$ cat config.mk
export PLATFORM = sky130hd
export DESIGN_NAME = i2c_cfg_target
export DESIGN_NICKNAME = d
export VERILOG_FILES = /design/src/rtl/i2c_cfg_pkg.sv /design/src/rtl/i2c_line_sync.sv /design/src/rtl/i2c_cfg_regfile.sv /design/src/rtl/i2c_cfg_target.sv
export SDC_FILE = /design/constraint.sdc
export NUM_CORES = 2
export LEC_CHECK = 0
export CORE_ASPECT_RATIO = 2
export CORE_UTILIZATION = 64
export DETAILED_ROUTE_END_ITERATION = 10
export PLACE_DENSITY = 0.83
export SLEW_MARGIN = 20
export SYNTH_ARGS = -nofsm -noshare
export SYNTH_HDL_FRONTEND = slang
export SYNTH_SLANG_ARGS = --single-unit
$ cat constraint.sdc
create_clock -name clk -period 3.55 [get_ports clk]
set_input_delay 0.355 -clock clk [delete_from_list [all_inputs] [get_ports clk]]
set_output_delay 0.355 -clock clk [all_outputs]
set_load 0.03 [all_outputs]
$ cat src/rtl/i2c_cfg_pkg.sv
package i2c_cfg_pkg;
  typedef enum logic [3:0] {
    ST_IDLE,
    ST_ADDR,
    ST_ADDR_ACK,
    ST_SUBA,
    ST_SUBA_ACK,
    ST_WDATA,
    ST_WDATA_ACK,
    ST_RDATA,
    ST_RACK
  } tgt_state_t;
endpackage

$ cat src/rtl/i2c_line_sync.sv
module i2c_line_sync (
  input  logic clk,
  input  logic rst,
  input  logic scl_i,
  input  logic sda_i,
  output logic scl_s,
  output logic sda_s,
  output logic scl_rise,
  output logic scl_fall,
  output logic start_det,
  output logic stop_det
);
  logic [1:0] scl_pipe, sda_pipe;
  logic       scl_prev, sda_prev;

  // two-flop synchronizers plus one history stage for edge detection
  always_ff @(posedge clk) begin
    if (rst) begin
      scl_pipe <= 2'b11;
      sda_pipe <= 2'b11;
      scl_prev <= 1'b1;
      sda_prev <= 1'b1;
    end else begin
      scl_pipe <= {scl_pipe[0], scl_i};
      sda_pipe <= {sda_pipe[0], sda_i};
      scl_prev <= scl_pipe[1];
      sda_prev <= sda_pipe[1];
    end
  end

  assign scl_s     = scl_pipe[1];
  assign sda_s     = sda_pipe[1];
  assign scl_rise  = scl_s & ~scl_prev;
  assign scl_fall  = ~scl_s & scl_prev;
  assign start_det = scl_s & scl_prev & sda_prev & ~sda_s;
  assign stop_det  = scl_s & scl_prev & ~sda_prev & sda_s;
endmodule

$ cat src/rtl/i2c_cfg_regfile.sv
module i2c_cfg_regfile #(
  parameter int          AW      = 8,
  parameter int          DW      = 8,
  parameter logic [DW-1:0] DEF_XOR = 8'h5A
) (
  input  logic          clk,
  input  logic          rst,
  input  logic          we,
  input  logic [AW-1:0] addr,
  input  logic [DW-1:0] wdata,
  output logic [DW-1:0] rdata
);
  localparam int DEPTH = 1 << AW;

  logic [DW-1:0] mem [DEPTH];

  always_ff @(posedge clk) begin
    if (rst) begin
      for (int i = 0; i < DEPTH; i++) mem[i] <= DW'(i) ^ DEF_XOR;
      rdata <= '0;
    end else begin
      if (we) mem[addr] <= wdata;
      rdata <= mem[addr];
    end
  end
endmodule

$ cat src/rtl/i2c_cfg_target.sv
module i2c_cfg_target #(
  parameter int         SUB_W    = 8,
  parameter logic [6:0] DEV_BASE = 7'h21,
  parameter logic [7:0] DEF_XOR  = 8'h5A
) (
  input  logic clk,
  input  logic rst,
  input  logic addr_strap,
  input  logic scl_i,
  input  logic sda_i,
  output logic sda_oe
);
  import i2c_cfg_pkg::*;

  localparam int BYTE_W = 8;
  localparam int CNT_W  = $clog2(BYTE_W + 1);

  logic scl_s, sda_s, scl_rise, scl_fall, start_det, stop_det;

  i2c_line_sync u_sync (
    .clk      (clk),
    .rst      (rst),
    .scl_i    (scl_i),
    .sda_i    (sda_i),
    .scl_s    (scl_s),
    .sda_s    (sda_s),
    .scl_rise (scl_rise),
    .scl_fall (scl_fall),
    .start_det(start_det),
    .stop_det (stop_det)
  );

  tgt_state_t        state;
  logic [CNT_W-1:0]  bit_cnt;
  logic [BYTE_W-1:0] shreg, tx_byte, wr_data, rd_data;
  logic [SUB_W-1:0]  ptr;
  logic              dir_rd, ctl_ack, wr_en;
  logic [6:0]        own_addr;

  assign own_addr = {DEV_BASE[6:1], DEV_BASE[0] ^ addr_strap};
  wire byte_done  = (bit_cnt == CNT_W'(BYTE_W));

  i2c_cfg_regfile #(.AW(SUB_W), .DW(BYTE_W), .DEF_XOR(DEF_XOR)) u_regs (
    .clk  (clk),
    .rst  (rst),
    .we   (wr_en),
    .addr (ptr),
    .wdata(wr_data),
    .rdata(rd_data)
  );

  always_ff @(posedge clk) begin
    if (rst) begin
      state   <= ST_IDLE;
      bit_cnt <= '0;
      shreg   <= '0;
      tx_byte <= '0;
      wr_data <= '0;
      ptr     <= '0;
      dir_rd  <= 1'b0;
      ctl_ack <= 1'b0;
      wr_en   <= 1'b0;
      sda_oe  <= 1'b0;
    end else begin
      wr_en <= 1'b0;
      if (start_det) begin
        state   <= ST_ADDR;
        bit_cnt <= '0;
        sda_oe  <= 1'b0;
      end else if (stop_det) begin
        state  <= ST_IDLE;
        sda_oe <= 1'b0;
      end else begin
        if (scl_rise) begin
          if (state inside {ST_ADDR, ST_SUBA, ST_WDATA}) begin
            shreg   <= {shreg[BYTE_W-2:0], sda_s};
            bit_cnt <= bit_cnt + 1'b1;
          end
          if (state == ST_RDATA) bit_cnt <= bit_cnt + 1'b1;
          if (state == ST_RACK)  ctl_ack <= ~sda_s;
        end
        if (scl_fall) begin
          case (state)
            ST_ADDR: if (byte_done) begin
              bit_cnt <= '0;
              if (shreg[7:1] == own_addr) begin
                dir_rd <= shreg[0];
                sda_oe <= 1'b1;
                state  <= ST_ADDR_ACK;
              end else begin
                state <= ST_IDLE;
              end
            end
            ST_ADDR_ACK: begin
              bit_cnt <= '0;
              if (dir_rd) begin
                tx_byte <= rd_data;
                sda_oe  <= ~rd_data[BYTE_W-1];
                state   <= ST_RDATA;
              end else begin
                sda_oe <= 1'b0;
                state  <= ST_SUBA;
              end
            end
            ST_SUBA: if (byte_done) begin
              ptr     <= shreg[SUB_W-1:0];
              bit_cnt <= '0;
              sda_oe  <= 1'b1;
              state   <= ST_SUBA_ACK;
            end
            ST_SUBA_ACK: begin
              sda_oe <= 1'b0;
              state  <= ST_WDATA;
            end
            ST_WDATA: if (byte_done) begin
              wr_en   <= 1'b1;
              wr_data <= shreg;
              bit_cnt <= '0;
              sda_oe  <= 1'b1;
              state   <= ST_WDATA_ACK;
            end
            ST_WDATA_ACK: begin
              sda_oe <= 1'b0;
              ptr    <= ptr + 1'b1;
              state  <= ST_WDATA;
            end
            ST_RDATA: begin
              if (byte_done) begin
                sda_oe  <= 1'b0;
                ptr     <= ptr + 1'b1;
                bit_cnt <= '0;
                state   <= ST_RACK;
              end else begin
                sda_oe <= ~tx_byte[3'd7 - bit_cnt[2:0]];
              end
            end
            ST_RACK: begin
              if (ctl_ack) begin
                tx_byte <= rd_data;
                sda_oe  <= ~rd_data[BYTE_W-1];
                bit_cnt <= '0;
                state   <= ST_RDATA;
              end else begin
                state <= ST_IDLE;
              end
            end
            default: ;
          endcase
        end
      end
    end
  end

  // the drive only moves after SCL has gone low
  a_r8_sda_moves_scl_low: assert property (@(posedge clk) disable iff (rst)
    (scl_s && !start_det && !stop_det) |=> $stable(sda_oe));

  // STOP leaves the target idle and silent
  a_r9_stop_releases: assert property (@(posedge clk) disable iff (rst)
    stop_det |=> (state == ST_IDLE && !sda_oe));

  // an idle or unaddressed target never pulls SDA
  a_r3_idle_silent: assert property (@(posedge clk) disable iff (rst)
    (state == ST_IDLE) |-> !sda_oe);

  // every acknowledge slot of the target drives SDA low
  a_r4_ack_slot_driven: assert property (@(posedge clk) disable iff (rst)
    (state inside {ST_ADDR_ACK, ST_SUBA_ACK, ST_WDATA_ACK}) |-> sda_oe);

  // the controller's acknowledge slot is left free
  a_r6_ctl_ack_free: assert property (@(posedge clk) disable iff (rst)
    (state == ST_RACK) |-> !sda_oe);
endmodule

==> reports/results.ini <==
[hold_path]
worstHoldPathType = in2reg

[cts]
clock_latency_ns = 0.85
cts_tree = yes
clock_path_buffers = 4
cts_made_buffers = 176
cts_root_buffer = clkbuf_16
htree_levels = 4
clk_pin_slew_ns = 0.07
cts_num_sinks = 2106

[logic_synthesis]
async_flop_share_pct = 0
synth_top_family_by_area = simple AND/OR/NAND/NOR gates
synth_xor_area_share_pct = 0.0626
syn_area_um2 = 97900
synth_area_per_cell_um2 = 14.1
netlist_instances = 6944
ys_seq_area_share_pct = 64.0
yosys-top-cells-area = edfxtp_1 (63%), mux4_2 (8.5%), and2_1 (5.0%), or3_1 (4.8%), mux2i_1 (2.6%)
synth-seq-cells = 2106
synth_largest_area_cell = edfxtp_1
ys_types = 71
ys_warn_count = 0
synth-edff-count = 2048
synth_mux_area_share_pct = 11.9
yosysTopAreaCellShare_pct = 62.8
synth_nets = 6955
synth-compound-area-share_pct = 3.87
synthSimpleGateAreaFrac_pct = 16.4
synth_ff_type = edfxtp_1
synth_fa_ha_area_share_pct = 0.0767

[power]
cellPowerDensity_nw_per_um2 = 451
cellLeakagePower_uw = 0.0301
power_frac_seq_pct = 58.1
p_sw_share_pct = 20.3
p_int_uw = 38000
power_frac_comb_pct = 2.0
ir_worst_vdd_uv = 374
finalPower_uw = 47700
pwr-share-clk_pct = 39.9
switchingPower_uw = 9660

[grt]
grt_antenna_before_repair = 13
grt.total_usage_pct = 35.9
grt_remaining_overflow = 0
grt_max_degree = 164
grt_pass1_vias = 62300
grt_first_pass_wirelength_mm = 402

[setup_path]
endpoint_kind = register
crit_path_end = u_regs.rdata[7]
r2r-end = u_regs.rdata[7]
reg2reg_depth = 9
r2r_setup_slack_ns = -0.007
start_kind = register
r2r_start = ptr[0]
arrival_ns = 4.23
critPathKind = reg2reg
cp_max_fo = 19
cp.required_ns = 4.23
critPathLaunch = ptr[0]

[layout]
area_growth_pct = 7.81
layout.nets = 6683
num-fill-cells = 9344
final_cells = 8739
drive_above_1_share_pct = 18.2

[detailed_routing]
post_drt_wl_per_cell_um = 31.6
drc = 0
wl_mm = 276
firstDrtPassIters = 8
ant_nets = 0
first_iter_violations = 8133
dr_total_vias = 61600
viasPerCell = 7.05

[timing]
fin_crit_sh_pct = 100
skew_ns = 0.0423
maxSlewViolCount = 0
grt_setup_unrepaired = no
setup_ws_ns = -0.00698
fin_crit_ns = 3.56
fmax_ghz = 0.281
relSlewSlack_pct = 21.2
worstMarginPinSlew_ns = 1.18
finalHoldViolations = 0
setup_violations = 1
setup-tns-final_ns = -0.00698

[placed_design]
portBuffers = 5
routabilityCongestion = 1.04
place_hpwl_mm = 181
place_ws_ns = 0.0882
post-place-cells = 8431

[die]
coreArea_um2 = 152000
dieArea_um2 = 155000
io_pins = 6
die_y_um = 555
die_x_um = 279
core.rowCount = 202
initial_utilization_pct = 64.6

[run]
cap_violations = 0

[status]
violations = setup timing
status = finished, violations left

## cell usage after synthesis, types with 8 or more instances
| cell type | instances |
|---|---|
| and3_1 | 16 |
| o211a_1 | 8 |
| a21boi_0 | 15 |
| buf_2 | 48 |
| a22o_1 | 53 |
| clkbuf_1 | 566 |
| buf_4 | 37 |
| a211oi_1 | 13 |
| a221o_1 | 15 |
| mux2_2 | 22 |
| mux4_1 | 22 |
| a31oi_1 | 30 |
| inv_1 | 13 |
| buf_6 | 62 |
| nor2b_1 | 18 |
| mux2i_1 | 256 |
| nand2b_1 | 41 |
| o22ai_1 | 31 |
| a22oi_1 | 121 |
| a2111oi_2 | 8 |
| nand2_1 | 368 |
| dfxtp_1 | 58 |
| a21oi_1 | 77 |
| nor2_1 | 317 |
| nand3_1 | 70 |
| or3_1 | 751 |
| buf_1 | 10 |
| or2_2 | 255 |
| mux4_2 | 369 |
| edfxtp_1 | 2048 |
| o21ai_0 | 31 |
| and2_1 | 788 |
| o211ai_1 | 16 |
| a221oi_1 | 52 |
| o2111ai_1 | 9 |
| nor3_1 | 249 |
## power by group through the flow
| stage | combinational, uW | clock, uW | sequential (uW) |
|---|---|---|---|
| 6_report | 954 | 19000 | 27700 |
| 5_1_grt | 998 | 19700 | 27700 |
| 4_1_cts | 944 | 18900 | 27700 |
| 3_5_place_dp | 939 | 0 | 28200 |
| 3_3_place_gp | 905 | 0 | 28200 |
| 2_1_floorplan | 643 | 0 | 28200 |
## worst min-delay path by stage
stage,from,endpoint,cells past startpoint
3_5_place_dp,u_sync.scl_pipe[0],u_sync.scl_pipe[1],1
6_report,scl_i,u_sync.scl_pipe[0],2
2_1_floorplan,u_sync.scl_pipe[0],u_sync.scl_pipe[1],1
5_1_grt,sda_i,u_sync.sda_pipe[0],2
4_1_cts,scl_i,u_sync.scl_pipe[0],2
3_3_place_gp,u_sync.sda_pipe[0],u_sync.sda_pipe[1],1
## what timing repair did
item / in CTS / in global routing
gates resized for setup: 0 / 4
hold endpoints to repair: 8 / 0
endpoints found under the setup margin: 0 / 4
hold buffers: 1 / 0
setup buffers: 0 / 0
## flip-flops by register name, summed over array words and instances (netlist names), 2 cells and up
name,count
u_sync.sda_pipe,2
bit_cnt,4
state,4
tx_byte,8
u_regs.rdata,8
ptr,8
shreg,8
u_sync.scl_pipe,2
u_regs.mem,2048
wr_data,8
## placed cells by master (no fill, tap or decap), types with 46 or more instances in the layout
cell type / instances
a221oi_1: 50
and2_1: 786
nor3_1: 248
buf_4: 210
a22o_1: 53
or2_2: 255
or3_1: 751
clkbuf_16: 178
nand2_1: 359
buf_12: 65
dfxtp_1: 46
nor2_1: 314
edfxtp_1: 2048
mux4_2: 369
nand3_1: 53
mux2i_1: 256
a22oi_1: 121
a21oi_1: 77
## final cells by class
class | count | area (um2) | share of cell area, %
inverters | 15 | 71.3 | 0.0675
flip-flops and latches | 2106 | 62700 | 59.4
repair buffers | 281 | 2940 | 2.79
clock inverters | 88 | 816 | 0.773
well taps | 1938 | 2420 | 2.30
clock buffers | 213 | 4610 | 4.36
multi-input cells | 4092 | 32000 | 30.3
diodes | 6 | 15.0 | 0.0142
## logic make-up after synthesis
logic type	Yosys count
AO/OA/AOI/OAI	509
XOR/XNOR	7
adder cells (fa/ha/maj)	6
buffers and inverters	746
flip-flops	2106
multiplexers	669
AND/OR/NAND/NOR	2901
## metal layers
layer  GRT usage [%]  vias up  wire length, um
li1                -    25500                -
met1            36.7    30500            79200
met2            62.9     4327           143000
met3            6.24     1261            25000
met4            31.6       10            29000
met5               0        -               63
## worst max-delay path, stage by stage, from the launching register on
cell and delay [ns]:
dfxtp_4 0.65, buf_12 0.31, buf_12 0.24, mux4_2 0.55, a221o_1 0.41, a31oi_1 0.39
o2111ai_1 0.23, a21oi_1 0.37, buf_4 0.19, a2111oi_2 0.04
## per-stage QoR
stage | hold WS (ns) | utilization [%] | instance area, um2
3_3_place_gp | 0.407 | 66.0 | 100000
5_1_grt | 0.119 | 69.6 | 106000
6_report | 0.115 | 69.6 | 106000
4_1_cts | 0.0978 | 69.6 | 106000
2_1_floorplan | 0.389 | - | 97900
3_5_place_dp | 0.402 | 66.0 | 100000
(Power assumes the default switching activity.)
